$ cat src/rtl/ufz_pkg.sv
package ufz_pkg;
  localparam int FRAC_W   = 23;
  localparam int EXPF_W   = 8;
  localparam int EXP_IN_W = 10;
  localparam int MAN_W    = FRAC_W + 3;
  localparam int RES_W    = 1 + EXPF_W + FRAC_W;

  typedef enum logic [1:0] {
    PATH_ZERO  = 2'd0,
    PATH_FLUSH = 2'd1,
    PATH_SUB   = 2'd2,
    PATH_NORM  = 2'd3
  } ufz_path_e;
endpackage

$ cat src/rtl/ufz_denorm.sv
module ufz_denorm #(
  parameter int MAN_W = ufz_pkg::MAN_W,
  parameter int SH_W  = $clog2(MAN_W + 1)
) (
  input  logic [MAN_W-1:0] man_i,
  input  logic [SH_W-1:0]  sh_i,
  output logic [MAN_W-1:0] man_o
);
  logic [MAN_W-1:0] kept;
  logic [MAN_W-1:0] lost_mask;
  logic             lost;

  always_comb begin
    kept      = man_i >> sh_i;
    lost_mask = ~({MAN_W{1'b1}} << sh_i);
    lost      = |(man_i & lost_mask);
    man_o     = {kept[MAN_W-1:1], kept[0] | lost};
  end
endmodule

$ cat src/rtl/ufz_round.sv
module ufz_round #(
  parameter int FRAC_W = ufz_pkg::FRAC_W,
  parameter int EXPF_W = ufz_pkg::EXPF_W,
  localparam int BODY_W = EXPF_W + FRAC_W
) (
  input  logic              sign_i,
  input  logic [EXPF_W-1:0] expf_i,
  input  logic [FRAC_W-1:0] frac_i,
  input  logic              guard_i,
  input  logic              sticky_i,
  output logic [BODY_W:0]   res_o,
  output logic              inexact_o
);
  logic inc;

  always_comb begin
    inc       = guard_i & (sticky_i | frac_i[0]);
    inexact_o = guard_i | sticky_i;
    // carry out of the fraction ripples into the exponent field
    res_o     = {sign_i, {expf_i, frac_i} + BODY_W'(inc)};
  end
endmodule

$ cat src/rtl/ufz_result_stage.sv
module ufz_result_stage #(
  parameter int EXP_IN_W = ufz_pkg::EXP_IN_W,
  parameter int EXPF_W   = ufz_pkg::EXPF_W,
  parameter int FRAC_W   = ufz_pkg::FRAC_W,
  localparam int MAN_W   = FRAC_W + 3,
  localparam int RES_W   = 1 + EXPF_W + FRAC_W,
  localparam int SH_W    = $clog2(MAN_W + 1)
) (
  input  logic                clk_i,
  input  logic                rst_ni,
  input  logic                valid_i,
  input  logic                sign_i,
  input  logic [EXP_IN_W-1:0] exp_i,
  input  logic [MAN_W-1:0]    man_i,
  input  logic                ftz_i,
  output logic                valid_o,
  output logic [RES_W-1:0]    result_o,
  output logic                uf_o,
  output logic                ix_o
);
  import ufz_pkg::*;

  logic signed [EXP_IN_W-1:0] exp_s;
  logic signed [EXP_IN_W:0]   sh_full;
  logic [SH_W-1:0]            sh;
  logic                       is_zero, tiny;
  logic [MAN_W-1:0]           den_man, man_sel;
  logic [EXPF_W-1:0]          expf_sel;
  logic [RES_W-1:0]           rnd_res, res_d;
  logic                       rnd_ix, uf_d, ix_d;
  ufz_path_e                  path;

  always_comb begin
    exp_s   = $signed(exp_i);
    is_zero = (man_i == '0);
    tiny    = !is_zero && (exp_s <= 0);
    sh_full = $signed((EXP_IN_W+1)'(1)) - $signed({exp_s[EXP_IN_W-1], exp_s});
    if (!tiny)                 sh = '0;
    else if (sh_full >= MAN_W) sh = SH_W'(MAN_W);
    else                       sh = sh_full[SH_W-1:0];
  end

  ufz_denorm #(.MAN_W(MAN_W), .SH_W(SH_W)) u_denorm (
    .man_i (man_i),
    .sh_i  (sh),
    .man_o (den_man)
  );

  always_comb begin
    man_sel  = tiny ? den_man : man_i;
    // integer bit after a shift of at least one is always zero
    expf_sel = tiny ? EXPF_W'(den_man[MAN_W-1]) : exp_i[EXPF_W-1:0];
  end

  ufz_round #(.FRAC_W(FRAC_W), .EXPF_W(EXPF_W)) u_round (
    .sign_i    (sign_i),
    .expf_i    (expf_sel),
    .frac_i    (man_sel[MAN_W-2:2]),
    .guard_i   (man_sel[1]),
    .sticky_i  (man_sel[0]),
    .res_o     (rnd_res),
    .inexact_o (rnd_ix)
  );

  always_comb begin
    if (is_zero)    path = PATH_ZERO;
    else if (!tiny) path = PATH_NORM;
    else if (ftz_i) path = PATH_FLUSH;
    else            path = PATH_SUB;

    unique case (path)
      PATH_ZERO:  begin res_d = {sign_i, {(RES_W-1){1'b0}}}; uf_d = 1'b0;   ix_d = 1'b0;   end
      PATH_FLUSH: begin res_d = {sign_i, {(RES_W-1){1'b0}}}; uf_d = 1'b1;   ix_d = 1'b1;   end
      PATH_SUB:   begin res_d = rnd_res;                     uf_d = rnd_ix; ix_d = rnd_ix; end
      default:    begin res_d = rnd_res;                     uf_d = 1'b0;   ix_d = rnd_ix; end
    endcase
  end

  always_ff @(posedge clk_i or negedge rst_ni) begin
    if (!rst_ni) begin
      valid_o  <= 1'b0;
      result_o <= '0;
      uf_o     <= 1'b0;
      ix_o     <= 1'b0;
    end else begin
      valid_o <= valid_i;
      if (valid_i) begin
        result_o <= res_d;
        uf_o     <= uf_d;
        ix_o     <= ix_d;
      end
    end
  end


  flush_zero_chk: assert property (@(posedge clk_i) disable iff (!rst_ni)
    valid_o && $past(valid_i && tiny && ftz_i)
      |-> (result_o[RES_W-2:0] == '0) && uf_o && ix_o);


  no_uf_when_normal_chk: assert property (@(posedge clk_i) disable iff (!rst_ni)
    valid_o && $past(valid_i && !tiny) |-> !uf_o);


  uf_implies_ix_chk: assert property (@(posedge clk_i) disable iff (!rst_ni)
    valid_o && uf_o |-> ix_o);


  zero_quiet_chk: assert property (@(posedge clk_i) disable iff (!rst_ni)
    valid_o && $past(valid_i && (man_i == '0))
      |-> !uf_o && !ix_o && (result_o[RES_W-2:0] == '0));


  denorm_exp_chk: assert property (@(posedge clk_i) disable iff (!rst_ni)
    valid_o && $past(valid_i && tiny && !ftz_i)
      |-> result_o[RES_W-2:FRAC_W] <= EXPF_W'(1));


  valid_drop_chk: assert property (@(posedge clk_i) disable iff (!rst_ni)
    !valid_i |=> !valid_o);
endmodule

$ cat config.mk
export PLATFORM = sky130hd
export DESIGN_NAME = ufz_result_stage
export DESIGN_NICKNAME = d
export VERILOG_FILES = /design/src/rtl/ufz_pkg.sv /design/src/rtl/ufz_denorm.sv /design/src/rtl/ufz_round.sv /design/src/rtl/ufz_result_stage.sv
export SDC_FILE = /design/constraint.sdc
export NUM_CORES = 1
export LEC_CHECK = 0
export BUFFER_PORTS_ARGS = -buffer_cell sky130_fd_sc_hd__buf_2
export CORE_UTILIZATION = 34
export DETAILED_ROUTE_END_ITERATION = 12
export PLACE_DENSITY_LB_ADDON = 0.1
export REMOVE_ABC_BUFFERS = 1
export SYNTH_ARGS = -nofsm -noshare
export SYNTH_HDL_FRONTEND = slang
export SYNTH_SLANG_ARGS = --single-unit
$ cat constraint.sdc
create_clock -name clk_i -period 1.2 [get_ports clk_i]
set_input_delay 0.12 -clock clk_i [delete_from_list [all_inputs] [get_ports clk_i]]
set_output_delay 0.12 -clock clk_i [all_outputs]
set_load 0.02 [all_outputs]
==> results by group, run 1 <==
Outcome
  – Run status: finished with violations
  – Violated checks: setup timing

STA
  – Max Slew Vio Count: 0
  – Final WS setup: -2770 ps
  – Period utilisation layout: 3.31
  – Setup repair after global routing missed its margin: true
  – Tmin final: 3970 ps
  – Endpoints failing setup: 33
  – Clock skew: 0 ps
  – Fmax: 0.252 GHz
  – Final hold viol count: 0
  – Actual slew at the worst max-slew pin: 740 ps
  – Slew headroom: 0.503
  – Post-Route Setup TNS: -85880 ps

Floorplanning
  – Die X: 127 um
  – Core area: 15300 um2
  – Starting Density: 0.351
  – Die Y: 127 um
  – Std-Cell Rows: 45
  – Die area: 16200 um2
  – Ports: 76

Route
  – DR vias/cell: 6.27
  – DRC: 0
  – 1st-pass router iterations: 6
  – Post-DRT Antenna Nets: 0
  – Number of DRC markers in iteration 0: 879
  – Routed wire length: 32600 um
  – Via count: 8411
  – DR WL/cell: 24.3 um

Synth
  – Post-Synthesis Cells: 729
  – Top cells by area, synth: dfrtp_1 16%, nand2_1 4.8%, nand3_1 4.8%
  – Ys async rst share: 1.00
  – Post-Syn Area: 5350 um2
  – Ys flop type: dfrtp_1
  – Share of the synthesized area in the top cell type: 0.164
  – EDFF count, synth: 0
  – Post-synthesis sequential area ratio: 0.164
  – Synth Register Bits: 35
  – Area leader, netlist: dfrtp_1
  – Yosys warning total: 0
  – Mean Syn Cell Area: 7.34 um2
  – Distinct cell type count after synthesis: 85

Hold path
  – Hold WC Path Type: in2reg

Layout
  – # nets final: 1177
  – Area Growth Syn to Fin: 86.7%
  – Layout cells sized above 1: 0.539
  – Antenna diodes: 0
  – Most common cell after layout, fill and taps aside: buf_4
  – Most frequent cells in the layout: 335 x buf_4, 70 x buf_2, 67 x nand2_1, 49 x nand3_1, 41 x buf_6
  – Post-layout util: 0.655

Power and ir drop
  – Power Total: 6.02 mW
  – PwrDens: 602 nW/um2
  – LEAKAGE: 4.42 nW
  – Peak supply drop: 0.748 mV

Clock network
  – CTS Buf Count: 5
  – Clk_lat worst skew: 280 ps
  – CTS Buffer Depth: 2
  – CTS tree: yes
  – Clock Sinks: 35
  – H-tree Lvls: 2
  – Root buffer cell: clkbuf_16
  – Clk slew on worst S/H paths: 60 ps

Critical path
  – CP startpoint kind: primary input
  – Slowest-stage cell, CP: o41ai_1
  – Worst path max stage delay: 570 ps
  – CP Buf/Inv Count: 8
  – Critical Path AT: 4140 ps
  – Crit-path leading delay family: compound AO/OA/AOI/OAI gates
  – Crit Path Class: in2reg
  – CP required: 1370 ps
  – Most common cell on crit path: buf_4
  – Crit path cell chain: buf_6 -> buf_4 -> buf_4 -> o41ai_1 -> a31o_4 -> a211o_4 -> o21ai_4 -> buf_12 -> buf_4 -> o2111ai_2 -> o221ai_4 -> nor4_4 -> buf_4 -> buf_4 -> nand4_4 -> buf_4 -> nor4_4 -> xnor2_1 -> a22o_1
  – Crit Path Max Fanout: 8
  – Worst Setup End Kind: flop

Global routing
  – Global routing usage on met1: 0.468
  – Met3 GRT Util: 0.0389
  – Largest net degree at the start of global routing: 36
  – First-pass GRT wire length: 47600 um
  – GRT met2 Usage: 0.664
  – Number of global-route vias before repair: 8161
  – GRT busiest layer: met2
  – GRT Residual Overflow: 0
  – GRT Overall Usage: 0.387
  – Initial antenna violation count: 0

Place
  – GP Congestion: 1.05
  – HPWL Detailed: 24000 um
  – IO Port Bufs: 75

Flow run
  – Max-cap violations: 0
[cells in the mapped netlist, types with 4 or more instances]
cell type  number
mux2i_1         5
o21ai_0        42
a21oi_1        40
xnor2_1        11
a22o_1         22
mux2_2         11
a221oi_1        4
xor2_1         12
nor2b_1         4
o221ai_1        4
dfrtp_1        35
o21a_1          4
o2bb2ai_1       4
nand2_1        69
ha_1            6
a21o_1          4
nand4_1        14
a31oi_1        11
buf_4           6
o31ai_1        12
a32o_1          9
nor3_1         35
inv_1          15
o22ai_1         7
and2_1          6
o211ai_1       19
nand3_1        51
a211oi_1       12
a32oi_1         9
clkbuf_1       43
buf_6           6
a22oi_1         6
or3_1          13
and3_1          7
or4_1           4
a21boi_0        6
o21bai_1        4
nor4_1         24
nor2_1         44
buf_2          11
[per-stage QoR]
stage	instances	hold WS (ps)	setup slack, ps	area, um2
5_1_grt	1342	85.9	-2870	9990
3_5_place_dp	1266	174	-3440	8150
3_3_place_gp	1266	168	-3440	8150
6_report	1342	71.9	-2770	9990
2_1_floorplan	660	-176	-4130	5010
4_1_cts	1318	72.8	-2730	9340
[layer usage]
metal	wire length [um]	up-vias	share of wire
li1	-	3663	-
met2	15200	544	0.46
met5	0	-	0
met4	2470	0	0.076
met1	12600	4040	0.39
met3	2390	164	0.073
[flip-flops by register name, summed over array words and instances (netlist names)]
name / cells
uf_o: 1
result_o: 32
ix_o: 1
valid_o: 1
[final timing paths]
check | start | to | slack [ps] | cells after the start
setup / recovery | exp_i[2] | result_o[13] | -2770 | 19
setup reg to reg | result_o[30] | result_o[30] | 220 | 2
max in group asynchronous | rst_ni | result_o[13] | 490 | 3
hold / removal | sign_i | result_o[31] | 70 | 2
hold reg to reg | result_o[19] | result_o[19] | 490 | 1
min in group asynchronous | rst_ni | uf_o | 390 | 3
[where the power goes]
part / total [mW] / switching (mW) / leakage (nW) / internal [mW]
Clock: 1.26 / 0.500 / 0.0658 / 0.764
Sequential: 1.39 / 0.0767 / 0.443 / 1.31
Combinational: 3.36 / 1.87 / 3.92 / 1.49
Total: 6.02 / 2.45 / 4.42 / 3.57
[kinds of logic after synthesis]
group,after synthesis,synth area share
buffers and inverters,85,0.0748
xor gates and xnor gates,23,0.0377
DFF,35,0.164
muxes,16,0.0325
and+or+nand+nor,304,0.312
AOI/OAI and AO/OA,258,0.362
adders and majority gates,8,0.0178
[timing repair]
action,in CTS,in global routing
pin swaps,42,55
endpoints found under the hold margin,35,0
buffers inserted,44,30
hold buffers,1,0
setup endpoints to repair,33,33
gates resized for setup,142,88
cloned,2,1
[area by class of cell]
| cell class | count | area [um2] |
|---|---|---|
| repair buffers | 463 | 3660 |
| well taps | 211 | 264 |
| inverters | 16 | 60.1 |
| clock inverters | 3 | 20.0 |
| multi-input cells | 609 | 4980 |
| flip-flops and latches | 35 | 876 |
| fillers | 1248 | 5270 |
| clock buffers | 5 | 125 |
(Power assumes the default switching activity.)
==> run 2, diff against run 1 <==
Settings changed: MAX_ROUTING_LAYER set to met4.
==> run 2 against run 1 <==
  * The flow still finishes with violations (setup timing)
  * First-iteration DRC count shrank 1.7%
  * Clock power is 9.5% higher
  * Flip-flop and latch count is the same
  * Design area rose by 2.9%
  * Worst setup slack worse by 11 ps
  * Die area is the same
  * Power increased by 3.3%
  * Register-to-register slack got worse by 90 ps
  * Largest power group unchanged
  * Highest routed layer unchanged
==> results by group, run 2 (synthesis gave the netlist of run 1 again) <==
Layout
  – Layout cells sized above 1: 0.571
  – # nets final: 1196
  – Most frequent cells in the layout: 352 x buf_4, 73 x buf_2, 60 x nand2_1, 47 x nand3_1, 44 x buf_6
  – Final instance area: 10300 um2
  – Most common cell after layout, fill and taps aside: buf_4
  – Antenna diodes: 0
  – Area Growth Syn to Fin: 92.2%
  – Max reg flops: 32
  – Post-layout util: 0.674
  – Largest reg by FF count: result_o

STA
  – Fmax: 0.251 GHz
  – Endpoints failing setup: 33
  – Max Slew Vio Count: 0
  – Actual slew at the worst max-slew pin: 675 ps
  – Period utilisation layout: 3.32
  – Final WS setup: -2780 ps
  – Tmin final: 3980 ps
  – Clock skew: 0 ps
  – Post-Route Setup TNS: -86410 ps
  – Slew headroom: 0.546
  – Final hold viol count: 0
  – Setup repair after global routing missed its margin: true
  – Worst hold margin: 78.1 ps

Global routing
  – GRT met2 Usage: 0.663
  – GRT Overall Usage: 0.396
  – GRT Residual Overflow: 0
  – Number of global-route vias before repair: 8121
  – Initial antenna violation count: 0
  – Largest net degree at the start of global routing: 36
  – First-pass GRT wire length: 47600 um
  – Met3 GRT Util: 0.0565
  – GRT busiest layer: met2
  – Global routing usage on met1: 0.461

Clock network
  – CTS Buf Count: 5
  – Clk_lat worst skew: 280 ps
  – CTS Buffer Depth: 2
  – Clock Sinks: 35
  – CTS tree: yes
  – Clk slew on worst S/H paths: 50 ps
  – H-tree Lvls: 2
  – Root buffer cell: clkbuf_16

Outcome
  – Violated checks: setup timing
  – Run status: finished with violations

Critical path
  – Worst Setup End Kind: flop
  – Crit path cell chain: buf_6 -> or3_4 -> or3_4 -> a31o_4 -> buf_6 -> a211o_4 -> o21ai_4 -> buf_12 -> mux2_2 -> o221ai_2 -> buf_4 -> nor4_4 -> buf_4 -> buf_4 -> nand4_4 -> buf_6 -> nor4_4 -> xor2_1 -> a22o_1
  – Crit-path leading delay family: simple AND/OR/NAND/NOR gates
  – CP startpoint kind: primary input
  – Crit Path Max Fanout: 6
  – Critical Path AT: 4200 ps
  – Crit Path Class: in2reg
  – Slowest-stage cell, CP: a211o_4
  – CP required: 1420 ps
  – Worst path max stage delay: 410 ps
  – CP Buf/Inv Count: 7

Hold path
  – Hold WC Path Type: in2reg

Route
  – DR WL/cell: 23.8 um
  – Routed wire length: 32400 um
  – Via count: 8383
  – 1st-pass router iterations: 6
  – DRC: 0
  – DR vias/cell: 6.16
  – Post-DRT Antenna Nets: 0
  – Number of DRC markers in iteration 0: 864

Floorplanning
  – Ports: 76
  – Starting Density: 0.351
  – Std-Cell Rows: 45
  – Die area: 16200 um2
  – Die Y: 127 um
  – Core area: 15300 um2
  – Die X: 127 um

Place
  – HPWL Detailed: 23400 um
  – IO Port Bufs: 75
  – GP Congestion: 1.06
  – Placed Area: 8060 um2

Power and ir drop
  – Peak supply drop: 0.808 mV
  – PwrDens: 605 nW/um2
  – Power Total: 6.22 mW
  – LEAKAGE: 4.54 nW

Flow run
  – Max-cap violations: 0
## run 2: cell count changes in the layout (fill, tap and decap cells not counted), moves of 5 or more
cell | previous run | this run
nand2_2 | 1 | 8
nand2_1 | 67 | 60
buf_4 | 335 | 352
nor3_1 | 22 | 17
buf_12 | 10 | 5
nor3_2 | 6 | 13
## run 2: stage by stage
step,cells,worst slack (ps)
2_1_floorplan,660,-4130
3_3_place_gp,1261,-3330
3_5_place_dp,1261,-3450
4_1_cts,1326,-2780
5_1_grt,1361,-2910
6_report,1361,-2780
## run 2: per-layer routing
| layer | part of all wire | vias up |
|---|---|---|
| li1 | - | 3700 |
| met1 | 0.39 | 4018 |
| met2 | 0.48 | 529 |
| met3 | 0.078 | 136 |
| met4 | 0.058 | 0 |
| met5 | 0 | - |
## run 2: path summary, 6_finish.rpt
path	start	end	slack [ps]	cells past startpoint
max	exp_i[2]	result_o[15]	-2780	19
min	sign_i	result_o[31]	80	2
max reg2reg	result_o[25]	result_o[25]	130	3
min reg2reg	result_o[4]	result_o[4]	500	1
max in group asynchronous	rst_ni	result_o[5]	480	3
min in group asynchronous	rst_ni	result_o[28]	400	3
## run 2: what timing repair did
action / 4_1_cts / 5_1_grt
endpoints found under the setup margin: 33 / 33
hold buffers: 1 / 0
gates resized for setup: 145 / 117
buffers inserted: 60 / 39
hold endpoints to repair: 35 / 0
pin swaps: 56 / 62
cloned: 4 / 0
## run 2: power breakdown
group,switching (mW),internal (mW),total [mW]
sequential,0.0819,1.31,1.40
clock,0.496,0.884,1.38
combinational,1.92,1.53,3.44
total,2.49,3.72,6.22
## run 2: area by class of cell
class | count | area, um2
tap | 211 | 264
multi-input combinational | 612 | 5240
fill | 1242 | 4970
sequential | 35 | 876
timing repair buffer | 479 | 3690
clock buffer | 8 | 156
inverter | 16 | 60.1
==> run 3, diff against run 2 <==
==> constraint.sdc (replaced) <==
create_clock -name clk_i -period 1.2 [get_ports clk_i]
set_input_delay 0.24 -clock clk_i [delete_from_list [all_inputs] [get_ports clk_i]]
set_output_delay 0.24 -clock clk_i [all_outputs]
set_load 0.02 [all_outputs]
==> run 3 against run 2 <==
  * The run still ends with setup timing left
  * Worst setup slack got worse by 200 ps
  * Via count increased by 4.3%
  * Critical path depth is 3 higher
  * Largest power group unchanged
  * Die area unchanged
==> results by group, run 3 (synthesis gave the netlist of run 1 again) <==
Layout
  – Most frequent cells in the layout: 351 x buf_4, 71 x buf_2, 67 x nand2_1, 56 x buf_6, 45 x nand3_1
  – # nets final: 1214
  – Most common cell after layout, fill and taps aside: buf_4
  – Largest reg by FF count: result_o
  – Max reg flops: 32
  – Area Growth Syn to Fin: 99.2%
  – Layout cells sized above 1: 0.592

Route
  – Number of DRC markers in iteration 0: 894
  – DR WL/cell: 25.5 um
  – Routed wire length: 35200 um
  – 1st-pass router iterations: 6
  – DRC: 0
  – DR vias/cell: 6.33
  – Post-DRT Antenna Nets: 0
  – Via count: 8742

Floorplanning
  – Core area: 15300 um2
  – Std-Cell Rows: 45
  – Die area: 16200 um2
  – Ports: 76
  – Die X: 127 um
  – Starting Density: 0.351
  – Die Y: 127 um

Place
  – GP Congestion: 1.06
  – HPWL Detailed: 24300 um
  – IO Port Bufs: 75

Critical path
  – R2R depth: 3
  – Crit Path Class: in2reg
  – CP required: 1350 ps
  – Crit Path Max Fanout: 7
  – R2r setup slk: 150 ps
  – CP startpoint kind: primary input
  – Critical Path AT: 4340 ps
  – RR Startpoint: result_o[28]
  – Worst Setup End Kind: flop
  – Critical R2R Capture: result_o[28]

Clock network
  – CTS tree: yes
  – Root buffer cell: clkbuf_16
  – Clk slew on worst S/H paths: 50 ps
  – Clock Sinks: 35
  – H-tree Lvls: 2
  – Clk_lat worst skew: 280 ps
  – CTS Buf Count: 5
  – CTS Buffer Depth: 2

Hold path
  – Hold Path Sink: result_o[31]
  – WHS Path Cells: 2
  – Hold WC Path Type: in2reg
  – Hold path start: sign_i

Power and ir drop
  – PwrDens: 614 nW/um2
  – LEAKAGE: 4.72 nW
  – Peak supply drop: 0.850 mV
  – Power Total: 6.55 mW

STA
  – Max Slew Vio Count: 0
  – Endpoints failing setup: 33
  – Tmin final: 4180 ps
  – Final hold viol count: 0
  – Worst hold margin: 200 ps
  – Final WS setup: -2980 ps
  – Slew headroom: 0.465
  – Actual slew at the worst max-slew pin: 796 ps
  – Period utilisation layout: 3.49
  – Fmax: 0.239 GHz
  – Clock skew: 0 ps
  – Setup repair after global routing missed its margin: true

Global routing
  – GRT Residual Overflow: 0
  – GRT Overall Usage: 0.421
  – First-pass GRT wire length: 50200 um
  – Number of global-route vias before repair: 8398
  – Largest net degree at the start of global routing: 36
  – Initial antenna violation count: 1

Outcome
  – Run status: finished with violations
  – Violated checks: setup timing

Flow run
  – Max-cap violations: 0
-- run 3: worst max-delay path, stage by stage --
cell and delay, ps:
buf_6 90, or3_4 380, or3_4 340, a31o_4 250
buf_6 120, a211oi_4 330, buf_12 180, buf_8 130
buf_6 120, a21oi_2 60, a22oi_2 240, o211ai_1 200
o211ai_1 290, buf_4 150, buf_4 140, nand4_4 120
buf_8 150, buf_4 140, nor3_4 230, buf_6 140
mux2i_1 180, nand3_1 100
-- run 3: layout make-up --
| cell class | instances | area (um2) |
|---|---|---|
| diodes | 1 | 2.50 |
| clock buffers | 6 | 139 |
| clock inverters | 2 | 35.0 |
| fillers | 1181 | 4600 |
| inverters | 16 | 60.1 |
| multi-input cells | 609 | 5250 |
| flip-flops and latches | 35 | 876 |
| well taps | 211 | 264 |
| repair buffers | 500 | 4030 |
-- run 3: worst max-delay path by stage --
stage                  start      endpoint  cells after the start  slack, ps
finish              exp_i[3]  result_o[27]                     22      -2980
global route        exp_i[3]  result_o[28]                     22      -3070
CTS                 exp_i[2]          uf_o                     20      -2910
detailed placement  exp_i[1]  result_o[28]                     17      -3700
global placement    exp_i[6]  result_o[27]                     19      -3550
floorplan           exp_i[2]  result_o[30]                     14      -4250
-- run 3: what timing repair did --
item,4_1_cts,5_1_grt
hold buffers,1,0
setup buffers,56,44
cloned,4,0
gates resized for setup,200,106
setup endpoints to repair,33,33
hold endpoints to repair,16,0
pin swaps,92,107
-- run 3: report_power, final --
part	switching (mW)	leakage (nW)	total, mW	internal (mW)
registers	0.0837	0.443	1.40	1.31
logic	2.00	4.19	3.58	1.58
clock network	0.540	0.0869	1.57	1.03
-- run 3: routing by layer --
metal,GRT usage,vias to the layer above,routed length [um]
li1,-,3728,-
met4,0.272,0,2640
met5,-,-,0
met3,0.0348,174,2650
met1,0.506,4265,13700
met2,0.680,575,16200
-- run 3: metrics by stage --
step	setup TNS, ps	utilization	cell area (um2)	worst slack [ps]	cells
6_report	-93290	0.698	10700	-2980	1380
5_1_grt	-95610	0.698	10700	-3070	1380
4_1_cts	-91180	0.648	9890	-2910	1343
3_5_place_dp	-115920	0.541	8260	-3700	1280
3_3_place_gp	-111550	0.541	8260	-3550	1280
2_1_floorplan	-129090	-	5010	-4250	660
